### config.mk
export PLATFORM = sky130hd
export DESIGN_NAME = ppw_whitener
export DESIGN_NICKNAME = d
export VERILOG_FILES = /design/src/rtl/ppw_pkg.sv /design/src/rtl/ppw_seqgen.sv /design/src/rtl/ppw_fold.sv /design/src/rtl/ppw_whitener.sv
export SDC_FILE = /design/constraint.sdc
export NUM_CORES = 1
export LEC_CHECK = 0
export BUFFER_PORTS_ARGS = -buffer_cell sky130_fd_sc_hd__buf_2
export CAP_MARGIN = 20
export CORE_UTILIZATION = 50
export DETAILED_ROUTE_END_ITERATION = 6
export MAX_ROUTING_LAYER = met4
export PLACE_DENSITY = 0.71
export SLEW_MARGIN = 10
export SYNTH_ARGS = -nofsm -noshare
export SYNTH_HDL_FRONTEND = slang
export SYNTH_SLANG_ARGS = --single-unit
### constraint.sdc
create_clock -name clk -period 1.25 [get_ports clk]
set_input_delay 0 -clock clk [delete_from_list [all_inputs] [get_ports clk]]
set_output_delay 0 -clock clk [all_outputs]
set_load 0.005 [all_outputs]
### src/rtl/ppw_pkg.sv
package ppw_pkg;

    // Group-tracking states of the fold controller
    typedef enum logic [1:0] {
        GRP_FIRST = 2'd0,
        GRP_MID   = 2'd1,
        GRP_LAST  = 2'd2
    } grp_state_e;

    localparam int unsigned SEQ_W_DEF    = 16;
    localparam logic [15:0] SEQ_TAPS_DEF = 16'hD008;  // bits 15,14,12,3
    localparam logic [15:0] SEQ_SEED_DEF = 16'hACE1;
    localparam int unsigned FOLD_DEF     = 4;

endpackage

### src/rtl/ppw_seqgen.sv
module ppw_seqgen #(
    parameter int unsigned    SEQ_W    = 16,
    parameter logic [SEQ_W-1:0] TAP_MASK = 16'hD008,
    parameter logic [SEQ_W-1:0] SEED     = 16'hACE1
) (
    input  logic clk,
    input  logic rst_n,
    input  logic step,
    output logic seq_bit
);

    logic [SEQ_W-1:0] seq_q;
    logic [SEQ_W:0]   fb_chain;

    assign fb_chain[0] = 1'b0;

    generate
        for (genvar i = 0; i < int'(SEQ_W); i++) begin : g_tap
            assign fb_chain[i+1] = fb_chain[i] ^ (TAP_MASK[i] & seq_q[i]);
        end
    endgenerate

    always_ff @(posedge clk or negedge rst_n) begin
        if (!rst_n) begin
            seq_q <= SEED;
        end else if (step) begin
            seq_q <= {seq_q[SEQ_W-2:0], fb_chain[SEQ_W]};
        end
    end

    assign seq_bit = seq_q[SEQ_W-1];


    seq_nonzero_chk: assert property (@(posedge clk) disable iff (!rst_n)
        seq_q != '0);


    seq_hold_chk: assert property (@(posedge clk) disable iff (!rst_n)
        !step |=> $stable(seq_q));

endmodule

### src/rtl/ppw_fold.sv
module ppw_fold
    import ppw_pkg::*;
#(
    parameter int unsigned FOLD = 4
) (
    input  logic clk,
    input  logic rst_n,
    input  logic in_bit,
    input  logic in_vld,
    output logic grp_done,
    output logic grp_par
);

    localparam int unsigned CNT_W = (FOLD > 2) ? $clog2(FOLD) : 1;
    localparam logic [CNT_W-1:0] MID_END = CNT_W'(FOLD - 2);

    grp_state_e       state_q, state_d;
    logic [CNT_W-1:0] cnt_q;
    logic             acc_q;

    // State register
    always_ff @(posedge clk or negedge rst_n) begin
        if (!rst_n) begin
            state_q <= GRP_FIRST;
        end else begin
            state_q <= state_d;
        end
    end

    // Next-state logic
    always_comb begin
        state_d = state_q;
        unique case (state_q)
            GRP_FIRST: begin
                if (in_vld) begin
                    state_d = (FOLD > 2) ? GRP_MID : GRP_LAST;
                end
            end
            GRP_MID: begin
                if (in_vld && cnt_q == MID_END) begin
                    state_d = GRP_LAST;
                end
            end
            GRP_LAST: begin
                if (in_vld) begin
                    state_d = GRP_FIRST;
                end
            end
            default: state_d = GRP_FIRST;
        endcase
    end

    // Accumulator and bit counter
    always_ff @(posedge clk or negedge rst_n) begin
        if (!rst_n) begin
            acc_q <= 1'b0;
            cnt_q <= '0;
        end else if (in_vld) begin
            if (state_q == GRP_LAST) begin
                acc_q <= 1'b0;
                cnt_q <= '0;
            end else begin
                acc_q <= acc_q ^ in_bit;
                cnt_q <= cnt_q + 1'b1;
            end
        end
    end

    // Group outputs
    always_comb begin
        grp_done = in_vld && (state_q == GRP_LAST);
        grp_par  = acc_q ^ in_bit;
    end


    last_count_chk: assert property (@(posedge clk) disable iff (!rst_n)
        (state_q == GRP_LAST) |-> (cnt_q == CNT_W'(FOLD - 1)));


    idle_hold_chk: assert property (@(posedge clk) disable iff (!rst_n)
        !in_vld |=> ($stable(cnt_q) && $stable(acc_q)));


    done_wrap_chk: assert property (@(posedge clk) disable iff (!rst_n)
        grp_done |=> (state_q == GRP_FIRST && cnt_q == '0));

endmodule

### src/rtl/ppw_whitener.sv
module ppw_whitener
    import ppw_pkg::*;
#(
    parameter int unsigned      FOLD     = FOLD_DEF,
    parameter int unsigned      SEQ_W    = SEQ_W_DEF,
    parameter logic [SEQ_W-1:0] TAP_MASK = SEQ_TAPS_DEF,
    parameter logic [SEQ_W-1:0] SEED     = SEQ_SEED_DEF
) (
    input  logic clk,
    input  logic rst_n,
    input  logic raw_bit,
    input  logic raw_vld,
    output logic wh_bit,
    output logic wh_vld
);

    logic grp_done;
    logic grp_par;
    logic seq_bit;

    ppw_fold #(
        .FOLD (FOLD)
    ) u_fold (
        .clk      (clk),
        .rst_n    (rst_n),
        .in_bit   (raw_bit),
        .in_vld   (raw_vld),
        .grp_done (grp_done),
        .grp_par  (grp_par)
    );

    ppw_seqgen #(
        .SEQ_W    (SEQ_W),
        .TAP_MASK (TAP_MASK),
        .SEED     (SEED)
    ) u_seq (
        .clk     (clk),
        .rst_n   (rst_n),
        .step    (grp_done),
        .seq_bit (seq_bit)
    );

    always_ff @(posedge clk or negedge rst_n) begin
        if (!rst_n) begin
            wh_vld <= 1'b0;
            wh_bit <= 1'b0;
        end else begin
            wh_vld <= grp_done;
            if (grp_done) begin
                wh_bit <= grp_par ^ seq_bit;
            end
        end
    end


    single_pulse_chk: assert property (@(posedge clk) disable iff (!rst_n)
        wh_vld |=> !wh_vld);


    pulse_cause_chk: assert property (@(posedge clk) disable iff (!rst_n)
        wh_vld |-> $past(raw_vld));


    bit_hold_chk: assert property (@(posedge clk) disable iff (!rst_n)
        !wh_vld |-> $stable(wh_bit));

endmodule

==> results of run 1 <==
==> power by group through the flow <==
| stage | sequential (mW) | clock [mW] | combinational (mW) |
|---|---|---|---|
| floorplan | 0.873 | 0 | 0.188 |
| global placement | 0.876 | 0 | 0.231 |
| detailed placement | 0.879 | 0 | 0.240 |
| CTS | 0.882 | 0.351 | 0.257 |
| global route | 0.896 | 0.390 | 0.297 |
| finish | 0.885 | 0.343 | 0.252 |
==> per-layer routing <==
layer / share of wire, % / wire (um) / track usage, % / vias to the layer above
met5: 0 / 0 / - / -
met3: 4.1 / 58 / 7.925 / 0
met1: 50 / 707 / 23.27 / 253
met2: 46 / 653 / 24.93 / 6
li1: - / - / - / 242
met4: 0 / 0 / 3.429 / 0
==> Yosys cell counts <==
library cell  count
o22ai_1           1
and3_1            1
dfrtp_1          15
xor2_1            1
inv_1             3
ha_1              1
dfstp_2           8
nand2_1           3
and2b_1           1
xnor2_1           4
o21ai_0           3
mux2_4           15
mux2_2            3
nor3_1            1
nand3b_1          1
buf_6             3
nor2_1            2
nand3b_4          1
==> how the worst max path moves through the flow <==
stage                 startpoint               to  slack [ns]
2_1_floorplan  u_fold.state_q[0]  u_seq.seq_q[12]        0.15
3_3_place_gp   u_fold.state_q[0]   u_seq.seq_q[1]       0.004
3_5_place_dp   u_fold.state_q[0]   u_seq.seq_q[2]       -0.02
4_1_cts        u_fold.state_q[1]   u_seq.seq_q[4]        0.02
5_1_grt        u_fold.state_q[0]   u_seq.seq_q[4]      0.0005
6_report       u_fold.state_q[0]   u_seq.seq_q[4]        0.05
==> worst min-delay path, stage by stage <==
cell     delay, ns
buf_2         0.10
mux2_2        0.14
o22ai_1       0.05
==> layout make-up <==
cell class / instances / area, sq um
inverter: 3 / 11.26
multi-input combinational: 39 / 421.7
fill: 160 / 825.8
tap: 27 / 33.78
clock buffer: 3 / 22.52
timing repair buffer: 6 / 35.03
sequential: 23 / 586.8
clock inverter: 1 / 5.005
==> per-stage QoR <==
stage	setup TNS, ns	cell area, sq um
floorplan	0	1032
global placement	0	1057
detailed placement	-0.1786	1057
finish	0	1116
CTS	0	1115
global route	0	1116
==> kinds of logic (layout without fill, tap and decap cells) <==
| group | Yosys count | after routing | synth area share (%) |
|---|---|---|---|
| AND/OR/NAND/NOR | 10 | 11 | 6.304 |
| AO/OA/AOI/OAI | 4 | 4 | 2.061 |
| adder cells (fa/ha/maj) | 1 | 1 | 1.212 |
| buffers and inverters | 6 | 13 | 4.363 |
| XOR/XNOR | 5 | 5 | 4.242 |
| flip-flops | 23 | 23 | 56.73 |
| multiplexers | 18 | 18 | 25.09 |
==> what timing repair did <==
action	in CTS	in global routing
setup endpoints to repair	13	8
hold buffers	1	0
cloned	1	0
resized for setup	1	1
endpoints found under the hold margin	23	0
==> flip-flops by register name (all words and copies together) (netlist names) <==
signal,flops
u_fold.acc_q,1
u_fold.cnt_q,2
u_fold.state_q,2
u_seq.seq_q,16
wh_bit,1
wh_vld,1
==> key figures, run 1 <==
Outcome
  – Outcome: finished, final reports clean

Floorplan
  – Row Count: 16
  – Starting Density: approximately 53%
  – Die width: 47.44 um
  – Die area: 2250 sq um
  – Core area: just under 2000 sq um
  – Ports: 6
  – Die height: 47.44 um

Synth
  – Synthesized area: 1032 sq um
  – Post-synthesis sequential area ratio: between 50% and 60%
  – Count of cell types in the netlist: 18
  – Leading area contributor after synthesis: dfrtp_1
  – Area contributors post-synth: dfrtp_1 36%, mux2_4 22%, dfstp_2 20%
  – Syn_area_per_cell: 15.41 sq um
  – Yosys reg bits: 23
  – Synth top area share: 36.36%
  – Syn_nets: 72
  – Yosys warns: 0
  – Cell count after synthesis: 67

STA
  – Final-report hold violation count: 0
  – Final setup violation count: 0
  – Final WS setup: 0.04977 ns
  – Hold Worst Slack: 0.009660 ns
  – Fmax: 833.2 MHz
  – Pins Over Slew Limit: 0
  – RSZ-0062 raised after global routing: no
  – Worst slew pin tran: 0.4974 ns
  – Max Clock Skew: 0.002247 ns
  – Final period util: 96.02%
  – Crit path time final: about 1.2 ns
  – Relative slew slack: about two thirds

Global routing
  – GR Overflow Total: 0
  – Antenna violations before repair: 0
  – Vias in the first global route: 523
  – Global-route wire length before repair: between 2000 and 2500 um
  – Largest net degree at the start of global routing: 24
  – GRT Total Usage: 17.54%

Critical path
  – CP Class: register to register
  – Worst-path cell with the longest stage delay: dfrtp_1
  – Critical path buffer and inverter count: 0
  – Critical path depth: 2
  – CP Launch Type: register
  – Top cell family by delay on the critical path: flip-flops
  – Worst-path cell chain: nand3b_4 -> mux2_4
  – Max stage delay on crit path: between 0.4 and 0.5 ns
  – Critical Path End Type: register
  – Setup slack, reg-to-reg: 0.05 ns
  – Crit path DAT: 1.41 ns
  – Crit-path max FO: 10
  – R2R Path End: u_seq.seq_q[4]
  – Reg2reg start: u_fold.state_q[0]
  – R2R cell count: 2
  – CP required: 1.46 ns

Power
  – Part of the power in registers: around 60%
  – PwrDens: 1325 nW/um^2
  – Design Power: 1.479 mW
  – Pint: ~1.1 mW
  – Gate power share: 17.0%
  – VDD IR max: 0.0009767 V
  – Lkg Pwr: 0.5835 nW
  – Net Sw Frac: approximately 27%
  – Clock power frac: 23.2%
  – Psw: 396.8 uW

Clocking
  – CTS max path bufs: 2
  – H-tree level count: 1
  – Clk Latency, worst-skew pair: 0.31 ns
  – Root Buffer: clkbuf_4
  – TritonCTS Buffers: 3
  – Worst-path clk slew: 0.12 ns
  – TritonCTS clock tree: yes
  – Post CTS Setup Buffer Count: 0
  – Clock sinks: 23

Drt
  – Post-route ant nets: 0
  – DR pass1 iterations: 3
  – Detailed Route Iter0 Violations: 1
  – Routed vias/inst: between 4 and 5
  – WL/cell: 13.91 um
  – DRC viols: 0
  – Drt total wl: 1419 um
  – Vias: 501

Final layout
  – Layout Utilization: 57.47%
  – Layout cell share with drive strength beyond 1: 50.67%
  – Nets@finish: 81
  – Most common cell after layout, fill and taps aside: mux2_4
  – Most frequent cells in the layout: 15 x mux2_4, 14 x dfrtp_1, 8 x dfstp_2
  – Cell Count, Final, Fillers Out: 102
  – Area Overhead vs Synth: 8.121%
  – N_diodes: 0

Min path
  – Hold Crit Start: raw_bit
  – Hold EP: u_fold.acc_q
  – Hold WC Path Type: input port to register
  – WHS Path Cells: 3

Place
  – Input/output buffers: 5
  – Pre-CTS setup slack: -0.02430 ns
  – Hpwl dp: ~860 um
  – Routability cong.: 0.6950
  – Placed cells: 96

Job
  – Max Cap Viol: 0
Note: power is estimated with default switching activity, not from simulation.
==> inputs of run 2 (changes only) <==
--- a/config.mk
+++ b/config.mk
@@ -5,12 +5,12 @@
 export SDC_FILE = /design/constraint.sdc
 export NUM_CORES = 1
 export LEC_CHECK = 0
-export BUFFER_PORTS_ARGS = -buffer_cell sky130_fd_sc_hd__buf_2
 export CAP_MARGIN = 20
 export CORE_UTILIZATION = 50
 export DETAILED_ROUTE_END_ITERATION = 6
+export DONT_BUFFER_PORTS = 1
 export MAX_ROUTING_LAYER = met4
-export PLACE_DENSITY = 0.71
+export PLACE_DENSITY = 0.69
 export SLEW_MARGIN = 10
 export SYNTH_ARGS = -nofsm -noshare
 export SYNTH_HDL_FRONTEND = slang
==> key figures, run 2 (synthesized netlist as in run 1, its figures left out) <==
Critical path
  – CP required: 1.46 ns (about the same)
  – CP Launch Type: register (unchanged)
  – Critical Path End Type: register (unchanged)
  – Crit path DAT: 1.39 ns (was 1.41 ns)
  – CP Class: register to register (unchanged)
  – Crit-path max FO: 10 (unchanged)

Final layout
  – Most common cell after layout, fill and taps aside: mux2_4 (unchanged)
  – Layout cell share with drive strength beyond 1: 46.58% (was 50.67%)
  – Max reg flops: 16 (unchanged)
  – N_diodes: 0 (unchanged)
  – Nets@finish: 79 (was 81)
  – Cell Count, Final, Fillers Out: 100 (was 102)
  – Largest register by flop count: u_seq.seq_q (unchanged)
  – Most frequent cells in the layout: 15 x mux2_4, 14 x dfrtp_1, 8 x dfstp_2 (unchanged)
  – Biggest registers after layout: u_seq.seq_q (16), u_fold.cnt_q (2), u_fold.state_q (2) (unchanged)
  – Layout Utilization: 57.99% (was 57.47%)
  – Area Overhead vs Synth: 9.091% (was 8.121%)

Outcome
  – Outcome: finished, final reports clean (unchanged)

STA
  – Max Clock Skew: 0.003411 ns (was 0.002247 ns)
  – Pins Over Slew Limit: 0 (unchanged)
  – Final setup violation count: 0 (unchanged)
  – Final-report hold violation count: 0 (unchanged)
  – Relative slew slack: 74.33% (was 66.84%)
  – Worst slew pin tran: 0.3838 ns (was 0.4974 ns)
  – Fmax: 848.6 MHz (was 833.2 MHz)
  – Crit path time final: 1.178 ns (was 1.200 ns)
  – RSZ-0062 raised after global routing: no (unchanged)
  – Hold Worst Slack: 0.02387 ns (was 0.009660 ns)
  – Final WS setup: 0.07163 ns (was 0.04977 ns)
  – Final period util: 94.27% (was 96.02%)

Power
  – VDD IR max: 0.0009296 V (was 0.0009767 V)
  – Lkg Pwr: 0.5771 nW (was 0.5835 nW)
  – PwrDens: 1303 nW/um^2 (was 1325 nW/um^2)
  – Design Power: 1.467 mW (was 1.479 mW)

Global routing
  – Global-route wire length before repair: 2201 um (was 2484 um)
  – GR Overflow Total: 0 (unchanged)
  – Met2 usage: 21.10% (was 24.93%)
  – Antenna violations before repair: 0 (unchanged)
  – Largest net degree at the start of global routing: 24 (unchanged)
  – GRT met1 Usage: 20.00% (was 23.27%)
  – Vias in the first global route: 478 (was 523)
  – Met3 Track Usage GR: 6.792% (was 7.925%)
  – GRT Total Usage: 15.08% (was 17.54%)
  – GR peak layer: met2 (unchanged)

Clocking
  – CTS max path bufs: 2 (unchanged)
  – H-tree level count: 1 (unchanged)
  – Clk Latency, worst-skew pair: 0.31 ns (about the same)
  – Root Buffer: clkbuf_4 (unchanged)
  – TritonCTS clock tree: yes (unchanged)
  – Worst-path clk slew: 0.13 ns (was 0.12 ns)
  – Clock sinks: 23 (unchanged)
  – TritonCTS Buffers: 3 (unchanged)

Place
  – Input/output buffers: 0 (was 5)
  – Hpwl dp: 900.7 um (was 857.7 um)
  – Routability cong.: 0.6513 (was 0.6950)
  – Placed cells: 91 (was 96)
  – Pre-CTS setup slack: -0.02542 ns (was -0.02430 ns)

Floorplan
  – Row Count: 16 (unchanged)
  – Core area: 1942 sq um (unchanged)
  – Die area: 2250 sq um (unchanged)
  – Die height: 47.44 um (unchanged)
  – Starting Density: 53.16% (unchanged)
  – Die width: 47.44 um (unchanged)
  – Ports: 6 (unchanged)

Drt
  – Detailed Route Iter0 Violations: 3 (was 1)
  – Drt total wl: 1460 um (was 1419 um)
  – DR pass1 iterations: 4 (was 3)
  – DRC viols: 0 (unchanged)
  – Routed vias/inst: 4.910 (was 4.912)
  – Post-route ant nets: 0 (unchanged)
  – WL/cell: 14.60 um (was 13.91 um)
  – Vias: 491 (was 501)

Min path
  – Hold WC Path Type: input port to async pin (was input port to register)

Job
  – Max Cap Viol: 0 (unchanged)
[run 2: power by group]
group,switching [mW],total (mW),internal [mW]
clock network,0.224,0.344,0.120
logic,0.100,0.236,0.136
registers,0.0680,0.888,0.820
[run 2: final timing paths]
kind | to | cells after the start | slack (ns) | from
hold reg to reg | u_seq.seq_q[0] | 2 | 0.50 | u_seq.seq_q[0]
setup reg to reg | u_seq.seq_q[14] | 2 | 0.07 | u_fold.state_q[0]
hold / removal | u_seq.seq_q[8] | 1 | 0.02 | rst_n
min in group clk | u_seq.seq_q[2] | 2 | 0.07 | raw_vld
setup / recovery | u_seq.seq_q[14] | 2 | 0.07 | u_fold.state_q[0]
max in group asynchronous | u_seq.seq_q[15] | 2 | 0.71 | rst_n
[run 2: final cells by class]
cell class | count | area [sq um]
clock buffer | 3 | 22.52
multi-input combinational | 39 | 421.7
clock inverter | 1 | 5.005
inverter | 3 | 11.26
sequential | 23 | 586.8
tap | 27 | 33.78
fill | 163 | 815.8
timing repair buffer | 4 | 45.04
[run 2: what timing repair did]
item                                   4_1_cts  5_1_grt
pin swaps                                    0        0
resized for setup                            1        1
setup endpoints to repair                   10        5
endpoints found under the hold margin       31        0
setup buffers                                0        0
gates cloned                                 1        0
hold buffers                                 3        0
[run 2: layer usage]
layer	vias up	wire (um)
met5	-	0
met4	0	0
met3	0	53
met2	10	687
met1	241	718
li1	240	-
[run 2: critical path, stage by stage (launching register included)]
cell,delay (ns)
dfrtp_1,0.44
nand3b_4,0.29
mux2_4,0.35
[run 2: metrics by stage]
stage / setup TNS (ns) / cell area [sq um]
detailed placement: -0.1711 / 1032
global route: 0 / 1126
finish: 0 / 1126
global placement: -0.002814 / 1032
floorplan: 0 / 1032
CTS: 0 / 1110
